<file path="config.mk">
export PLATFORM = sky130hd
export DESIGN_NAME = rsp_halfword_buf
export DESIGN_NICKNAME = d
export VERILOG_FILES = /design/src/rtl/rspbuf_pkg.sv /design/src/rtl/rspbuf_ctrl.sv /design/src/rtl/rspbuf_store.sv /design/src/rtl/rspbuf_rdport.sv /design/src/rtl/rsp_halfword_buf.sv
export SDC_FILE = /design/constraint.sdc
export NUM_CORES = 1
export LEC_CHECK = 0
export BUFFER_PORTS_ARGS = -buffer_cell sky130_fd_sc_hd__buf_4
export CORE_MARGIN = 10
export CORE_UTILIZATION = 30
export CTS_BUF_LIST = sky130_fd_sc_hd__clkbuf_8
export DETAILED_ROUTE_END_ITERATION = 12
export GPL_TIMING_DRIVEN = 0
export REMOVE_ABC_BUFFERS = 1
export SLEW_MARGIN = 20
export SYNTH_ARGS = -nofsm -noshare
export SYNTH_HDL_FRONTEND = slang
export SYNTH_SLANG_ARGS = --single-unit
</file>
<file path="constraint.sdc">
create_clock -name clk -period 3.5 [get_ports clk]
set_clock_uncertainty 0.05 [all_clocks]
set_input_delay 0.525 -clock clk [delete_from_list [all_inputs] [get_ports clk]]
set_output_delay 0.525 -clock clk [all_outputs]
set_load 0.01 [all_outputs]
</file>
<file path="src/rtl/rspbuf_pkg.sv">
package rspbuf_pkg;

    typedef enum logic [1:0] {
        ST_IDLE = 2'd0,
        ST_FILL = 2'd1,
        ST_HOLD = 2'd2
    } rsp_state_e;

    typedef enum logic [1:0] {
        T_STAY  = 2'd0,
        T_START = 2'd1,
        T_DONE  = 2'd2
    } rsp_trans_e;

endpackage

</file>
<file path="src/rtl/rspbuf_ctrl.sv">
module rspbuf_ctrl
    import rspbuf_pkg::*;
(
    input  logic clk,
    input  logic rst_n,
    input  logic cmd_start,
    input  logic rsp_done,
    output logic fill_en,
    output logic hold,
    output logic ready
);

    rsp_state_e state_q;
    rsp_state_e state_d;
    rsp_trans_e trans;

    // transition selection; start has the highest priority
    always_comb begin
        trans   = T_STAY;
        state_d = state_q;
        if (cmd_start) begin
            trans   = T_START;
            state_d = ST_FILL;
        end else begin
            unique case (state_q)
                ST_IDLE: state_d = ST_IDLE;
                ST_FILL: begin
                    if (rsp_done) begin
                        trans   = T_DONE;
                        state_d = ST_HOLD;
                    end
                end
                ST_HOLD: state_d = ST_HOLD;
                default: state_d = ST_IDLE;
            endcase
        end
    end

    always_ff @(posedge clk or negedge rst_n) begin
        if (!rst_n) state_q <= ST_IDLE;
        else        state_q <= state_d;
    end

    always_comb begin
        fill_en = 1'b0;
        hold    = 1'b0;
        unique case (state_q)
            ST_IDLE: ;
            ST_FILL: fill_en = 1'b1;
            ST_HOLD: hold    = 1'b1;
            default: ;
        endcase
        ready = hold;
    end

    AST_DONE_FROM_FILL: assert property (@(posedge clk) disable iff (!rst_n)
        (trans == T_DONE) |=> (state_q == ST_HOLD));

    AST_START_TO_FILL: assert property (@(posedge clk) disable iff (!rst_n)
        cmd_start |=> (state_q == ST_FILL));

endmodule

</file>
<file path="src/rtl/rspbuf_store.sv">
module rspbuf_store #(
    parameter int HALF_W = 16,
    parameter int DEPTH  = 9,
    parameter int PTR_W  = $clog2(DEPTH + 1)
) (
    input  logic              clk,
    input  logic              rst_n,
    input  logic              clear,
    input  logic              fill_en,
    input  logic              wr_valid,
    input  logic [HALF_W-1:0] wr_half,
    input  logic [PTR_W-1:0]  rd_idx,
    output logic [HALF_W-1:0] rd_entry,
    output logic [PTR_W-1:0]  count
);

    localparam logic [PTR_W-1:0] FULL = PTR_W'(DEPTH);

    logic [PTR_W-1:0]  cnt_q;
    logic              accept;
    logic [HALF_W-1:0] mem [DEPTH];

    assign accept = fill_en && !clear && wr_valid && (cnt_q < FULL);

    always_ff @(posedge clk or negedge rst_n) begin
        if (!rst_n)      cnt_q <= '0;
        else if (clear)  cnt_q <= '0;
        else if (accept) cnt_q <= cnt_q + 1'b1;
    end

    for (genvar g = 0; g < DEPTH; g++) begin : g_entry
        always_ff @(posedge clk or negedge rst_n) begin
            if (!rst_n)
                mem[g] <= '0;
            else if (accept && (cnt_q == PTR_W'(g)))
                mem[g] <= wr_half;
        end
    end

    always_comb begin
        rd_entry = '0;
        for (int k = 0; k < DEPTH; k++) begin
            if (rd_idx == PTR_W'(k)) rd_entry = mem[k];
        end
    end

    assign count = cnt_q;

    AST_NO_OVERFLOW: assert property (@(posedge clk) disable iff (!rst_n)
        cnt_q <= FULL);

    AST_FROZEN_COUNT: assert property (@(posedge clk) disable iff (!rst_n)
        (!fill_en && !clear) |=> $stable(cnt_q));

endmodule

</file>
<file path="src/rtl/rspbuf_rdport.sv">
module rspbuf_rdport #(
    parameter int HALF_W = 16,
    parameter int DEPTH  = 9,
    parameter int PTR_W  = $clog2(DEPTH + 1)
) (
    input  logic              clk,
    input  logic              rst_n,
    input  logic              clear,
    input  logic              hold,
    input  logic              rd_strobe,
    input  logic [PTR_W-1:0]  count,
    input  logic [HALF_W-1:0] entry,
    output logic [PTR_W-1:0]  rd_idx,
    output logic [HALF_W-1:0] rd_data
);

    logic [PTR_W-1:0] ptr_q;
    logic             avail;

    assign avail = hold && (ptr_q < count);

    always_ff @(posedge clk or negedge rst_n) begin
        if (!rst_n)                      ptr_q <= '0;
        else if (clear)                  ptr_q <= '0;
        else if (rd_strobe && avail)     ptr_q <= ptr_q + 1'b1;
    end

    assign rd_idx  = ptr_q;
    assign rd_data = avail ? entry : '0;

    AST_PTR_WITHIN: assert property (@(posedge clk) disable iff (!rst_n)
        ptr_q <= count);

    AST_PTR_STILL: assert property (@(posedge clk) disable iff (!rst_n)
        (!hold && !clear) |=> $stable(ptr_q));

endmodule

</file>
<file path="src/rtl/rsp_halfword_buf.sv">
module rsp_halfword_buf #(
    parameter int HALF_W = 16,
    parameter int DEPTH  = 9
) (
    input  logic              clk,
    input  logic              rst_n,
    input  logic              cmd_start,
    input  logic              wr_valid,
    input  logic [HALF_W-1:0] wr_half,
    input  logic              rsp_done,
    input  logic              rd_strobe,
    output logic [HALF_W-1:0] rd_data,
    output logic              rsp_ready
);

    localparam int PTR_W = $clog2(DEPTH + 1);

    logic              fill_en;
    logic              hold;
    logic [PTR_W-1:0]  count;
    logic [PTR_W-1:0]  rd_idx;
    logic [HALF_W-1:0] entry;

    rspbuf_ctrl u_ctrl (
        .clk       (clk),
        .rst_n     (rst_n),
        .cmd_start (cmd_start),
        .rsp_done  (rsp_done),
        .fill_en   (fill_en),
        .hold      (hold),
        .ready     (rsp_ready)
    );

    rspbuf_store #(.HALF_W(HALF_W), .DEPTH(DEPTH), .PTR_W(PTR_W)) u_store (
        .clk      (clk),
        .rst_n    (rst_n),
        .clear    (cmd_start),
        .fill_en  (fill_en),
        .wr_valid (wr_valid),
        .wr_half  (wr_half),
        .rd_idx   (rd_idx),
        .rd_entry (entry),
        .count    (count)
    );

    rspbuf_rdport #(.HALF_W(HALF_W), .DEPTH(DEPTH), .PTR_W(PTR_W)) u_rdport (
        .clk       (clk),
        .rst_n     (rst_n),
        .clear     (cmd_start),
        .hold      (hold),
        .rd_strobe (rd_strobe),
        .count     (count),
        .entry     (entry),
        .rd_idx    (rd_idx),
        .rd_data   (rd_data)
    );

    AST_ZERO_UNLESS_READY: assert property (@(posedge clk) disable iff (!rst_n)
        !rsp_ready |-> (rd_data == '0));

    AST_START_CLEARS: assert property (@(posedge clk) disable iff (!rst_n)
        cmd_start |=> (!rsp_ready && rd_idx == '0 && count == '0));

    AST_READY_CAUSE: assert property (@(posedge clk) disable iff (!rst_n)
        $rose(rsp_ready) |-> $past(rsp_done));

endmodule

</file>
# [After elaboration in Yosys (flattened, before gate mapping)]
# Index checks and enable logic that the tools add are counted.
[totals] reg_bits=154 in_bits=22 out_inout_bits=17 word_cells=73
[op_classes] addsub=2 n_lt_le_gt_ge=2 eq_ne=19 n_mux=19 reduce_logical=19
[op_table] op="two-way mux 16 bit" count=10
[op_table] op="== test 4 x 3 -> 1 bit (second input constant)" count=8
[op_table] op="== test 4 x 2 -> 1 bit (second input constant)" count=4
[op_table] op="two-way mux 4 bit" count=4
[op_table] op="logical AND 1 bit" count=14
[op_table] op="adder 4 x 1 -> 4 bit (second input constant)" count=2
[op_table] op="== test 4 x 1 -> 1 bit (second input constant)" count=2
[op_table] op="== test 4 bit (second input constant)" count=2
[op_table] op="logical NOT 4 bit" count=2
[op_table] op="< comparator 4 bit" count=1
[op_table] op="< comparator 4 bit (second input constant)" count=1
[op_table] op="two-way mux 2 bit" count=2
[op_table] op="case mux 2 bit (2 select lines)" count=1
[op_table] op="nonzero test 2 bit" count=2
[op_table] op="!= test 3 bit (second input constant)" count=1
[op_table] op="== test 2 x 1 -> 1 bit (second input constant)" count=1
[op_table] op="== test 2 bit (second input constant)" count=1
[op_table] op="two-way mux 1 bit" count=2
[op_table] op="logical NOT 1 bit" count=1

# [Logic depth before layout (Yosys ltp)]
[depth] word_depth=11 depth_mapped=10 mapped_depth_nobuf=7

# [By module]
# Synthesis repeated with hierarchy kept, for this count alone.
[hier_totals] cells_unflattened=580 area_unflattened_um2=7616.1
[modules_own_cells] mod="rspbuf_store" instances=1 cells_per_inst=518 area_per_inst_um2=7064.3 seq_area_each_um2=3703.6
[modules_own_cells] mod="rspbuf_rdport" instances=1 cells_per_inst=51 area_per_inst_um2=415.4 seq_area_each_um2=100.1
[modules_own_cells] mod="rspbuf_ctrl" instances=1 cells_per_inst=11 area_per_inst_um2=136.4 seq_area_each_um2=50.0

# [Worst setup path before layout]
# Ideal clock, no wire load.
[synth_path] path_type="reg-to-output" from="reg u_rdport.ptr_q[0] (netlist: u_rdport.rd_idx[0])" to="out rd_data[10]" arrival_time_ps=1907 required_time_ps=2925 setup_slack_ps=1018 stages_incl_launch_ff=10 path_buffers=2 path_cell_list="dfrtp_1 inv_1 ha_1 or2_2 clkbuf_1 buf_2 a221oi_1 nor3_1 a221oi_1 a21oi_1"
[synth_via] elab_chain_len=11 word_cells_on_any_way=21 classes_between="1 x order compare; 8 x eq/ne; 10 x mux; 2 x reduce/logical"
[synth_lines] element="start, declared" line="rspbuf_rdport.sv:17" rtl="logic [PTR_W-1:0] ptr_q;"
[synth_lines] element="start signal, assigned" line="rspbuf_rdport.sv:25" rtl="else if (rd_strobe && avail) ptr_q <= ptr_q + 1'b1;"
[synth_lines] element="logical NOT 4 bit" line="rspbuf_store.sv:43" rtl="if (rd_idx == PTR_W'(k)) rd_entry = mem[k];"
[synth_lines] element="two-way mux 16 bit (9 in a row)" line="rspbuf_store.sv:43"
[synth_lines] element="two-way mux 16 bit *" line="rspbuf_rdport.sv:29" rtl="assign rd_data = avail ? entry : '0;"
[synth_lines] element="end, declared" line="rsp_halfword_buf.sv:12" rtl="output logic [HALF_W-1:0] rd_data,"
# Mark *: on every way between the ends. The rest lies on a longest branch, timed or not.

# [Worst setup path in the final report]
[layout_path] from="reg u_rdport.ptr_q[0] (netlist: u_rdport.rd_idx[0])" to="out rd_data[13]"
# Same word-level chain as after synthesis.

==> impl_metrics.ini <==
[clock_network]
root_buffer = clkbuf_8
cts_num_sinks = 154
h-tree-depth = 4
clk-insertion-delay-late_ns = 0.46
clkSlewWorstSetupHoldPaths_ns = 0.08
ctsLongestPathBuffers = 2
cts_tree = built
cts_buffers = 17

[sta]
post-route-period-util = 0.941
transition_at_the_pin_with_the_smallest_max_transition_slack_ns = 0.971
finalCriticalPeriod_ns = 3.30
setup_viol = 0
maxSlewHeadroom = 0.351
hold_viol_final = 0
final-max-slew-violation-count = 0
rsz0062_at_grt = false
timing.fmax_mhz = 303

[floorplanning]
fp.dieH_microns = 174
die_footprint_sq_um = 30300
io_pins = 39
total_core_area_sq_um = 23400
initial_utilization = 0.304
dieWidth_microns = 174
placement_rows = 56

[setup_path]
cp_max_fanout = 34
most_prevalent_standard_cell_on_the_critical_path = nor3_1
setup.worst_path.end_class = primary output
reg2reg_setup_slack_ns = 1.13
worstSetupStartpointType = register
worstPathBufferInverterCount = 2
r2r_end = u_store.mem[131]$_DFFE_PN0P_
worst-endpoint-arrival_ns = 2.72
cp_top_family = simple AND/OR/NAND/NOR gates
worstPathCellList = inv_1 -> ha_4 -> or2_4 -> a221oi_1 -> nor3_1 -> nor4_1 -> nor3_1 -> buf_4
r2r_start = u_ctrl.state_q[1]$_DFFE_PN0P_
slowest_stage = dfrtp_2
kind_of_critical_path = register to primary output
critPathRequiredTime_ns = 2.92
reg2reg_depth = 6
worst_path_largest_cell_delay_ns = 0.46

[flow_run]
timing.max_cap.violations = 0

[cells_and_area]
drive_gt1_frac = 0.344
layoutNonFillerInstCount = 920
fin_util = 0.358
layout.nets = 624
layout.area.seq_sq_um = 3850
num-fill-cells = 2292
n_antenna_cell = 0
syn2layout_area_growth_pct = 17.6
multi_input_gate_area_in_the_final_layout_sq_um = 3110

[routing]
drc = 0
initialDrtViolationCount = 228
detail_route.first_pass.iterations = 5
route.antenna.remaining_nets = 0
via_count = 4729
detail_route.vias_per_cell = 5.14
routed_wl_microns = 18000
avgRoutedWirePerCell_microns = 19.6

[global_route]
global_route_wire_length_before_repair_microns = 28600
grt_antenna_before_repair = 0
number_of_global_route_vias_before_repair = 5102
globalRouteOverflowTotal = 0
grt_max_degree = 89
grt_util_all_layers = 0.120

[power_and_ir_drop]
power_density_nw_per_um2 = 488
power_leakage_nw = 3.99
vdd.ir_drop.worst_uv = 269

[place]
dp_cells = 882
io_buffer_count = 38
finalWeightedCongestion = 0.757
dp.final_hpwl_microns = 11500

[synth]
post_synth_inst_count = 553
synth_async_sr_flop_share = 1.00
post_synth_top_flop = dfrtp_1
synth.distinct_cells = 38
synthesis.yosys.warnings = 0
top_cell_types_by_occurrence_after_synthesis = dfrtp_1, mux2_2, mux2_1
synthMostInstantiatedCell = dfrtp_1
synth_largest_area_cell = dfrtp_1
synth.yosys.seq_area_share = 0.541
number_of_flops_mapped_to_enable_cells_by_yosys = 0
avgSynthCellArea_sq_um = 12.9
ys_top_cells_by_area = dfrtp_1, mux2_2, mux2_1
synth.top_cell.area_share = 0.541
yosys_register_bits = 154
synth.cell_area_sq_um = 7120

[hold_path]
whs_endpoint = u_rdport.rd_idx[0]$_DFFE_PN0P_
hp-class = primary input to register
worstHoldStart = cmd_start
hold_depth = 2

[run_status]
run_status = complete, no violations
worst max path at each step:
| stage | cells after the start | slack (ns) | to | startpoint |
|---|---|---|---|---|
| final | 8 | 0.20 | rd_data[13] | u_rdport.rd_idx[0]$_DFFE_PN0P_ |
| after global routing | 8 | 0.01 | rd_data[8] | u_rdport.rd_idx[0]$_DFFE_PN0P_ |
| after CTS | 9 | 0.02 | rd_data[4] | u_rdport.rd_idx[1]$_DFFE_PN0P_ |
| after detailed placement | 8 | 0.02 | rd_data[12] | u_rdport.rd_idx[0]$_DFFE_PN0P_ |
| after global placement | 8 | -2.28 | rd_data[13] | u_rdport.rd_idx[1]$_DFFE_PN0P_ |
| after floorplan | 7 | 0.01 | rd_data[13] | u_rdport.rd_idx[1]$_DFFE_PN0P_ |
placed cells by master, fill, tap and decap left out, types with 3 or more instances in the layout:
| cell | count |
|---|---|
| inv_1 | 10 |
| a221oi_1 | 32 |
| a21oi_1 | 19 |
| buf_6 | 3 |
| nor2_1 | 5 |
| nand2_1 | 36 |
| buf_12 | 3 |
| buf_16 | 3 |
| bufinv_16 | 4 |
| nand2b_1 | 5 |
| o22ai_1 | 16 |
| a22oi_1 | 15 |
| nor3_1 | 18 |
| mux2_2 | 104 |
| buf_4 | 38 |
| o21ai_0 | 17 |
| mux2_1 | 41 |
| nand2_4 | 4 |
| dfrtp_1 | 153 |
| ha_1 | 12 |
| clkbuf_8 | 24 |
registers in the layout (all words and copies together) (netlist names):
register and flops:
u_ctrl.state_q 2, u_rdport.rd_idx 4, u_store.count 4, u_store.mem 144
report_power, final:
| part | switching, W | internal, W |
|---|---|---|
| clock network | 0.000620 | 0.000904 |
| logic | 0.000227 | 0.000272 |
| registers | 0.000100 | 0.00196 |
| total | 0.000948 | 0.00314 |
cells by family after synthesis:
group                    count (synthesis)  synth area share
adder cells (fa/ha/maj)                 14            0.0246
multiplexers                           146             0.231
XOR/XNOR                                 2           0.00246
AND/OR/NAND/NOR                         87            0.0666
flip-flops                             154             0.541
AO/OA/AOI/OAI                          106             0.105
buffers and inverters                   44            0.0290
layout make-up:
class / count / share of cell area
timing repair inverter: 1 / 0.000897
multi-input combinational: 355 / 0.372
inverter: 10 / 0.00493
sequential: 154 / 0.460
clock inverter: 8 / 0.0164
timing repair buffer: 49 / 0.0581
tap: 319 / 0.0477
clock buffer: 24 / 0.0395
layer usage:
metal / share of wire / vias to the layer above / GRT usage / wire (microns)
li1: - / 2114 / - / -
met4: 0.019 / 0 / 0.0392 / 337
met3: 0.043 / 29 / 0.0323 / 782
met2: 0.51 / 109 / 0.209 / 9240
met5: 0 / - / 0 / 0
met1: 0.42 / 2477 / 0.141 / 7640
stage by stage:
step	area, sq um	TNS (ns)	worst slack (ns)	power, W	hold WS, ns
6_report	8370	0	0.205	0.00409	0.259
5_1_grt	8370	0	0.0112	0.00428	0.253
4_1_cts	8300	0	0.0205	0.00412	0.249
3_5_place_dp	7780	0	0.0247	0.00260	0.432
3_3_place_gp	7630	-33.63	-2.28	0.00254	0.423
2_1_floorplan	6950	0	0.0146	0.00240	0.179
repair_timing:
action,CTS,global route
setup buffers,0,4
hold endpoints to repair,66,0
cloned,1,0
resized for setup,6,3
hold buffers,1,0
setup endpoints to repair,16,16
No activity file was read; power rests on OpenSTA's default activity.
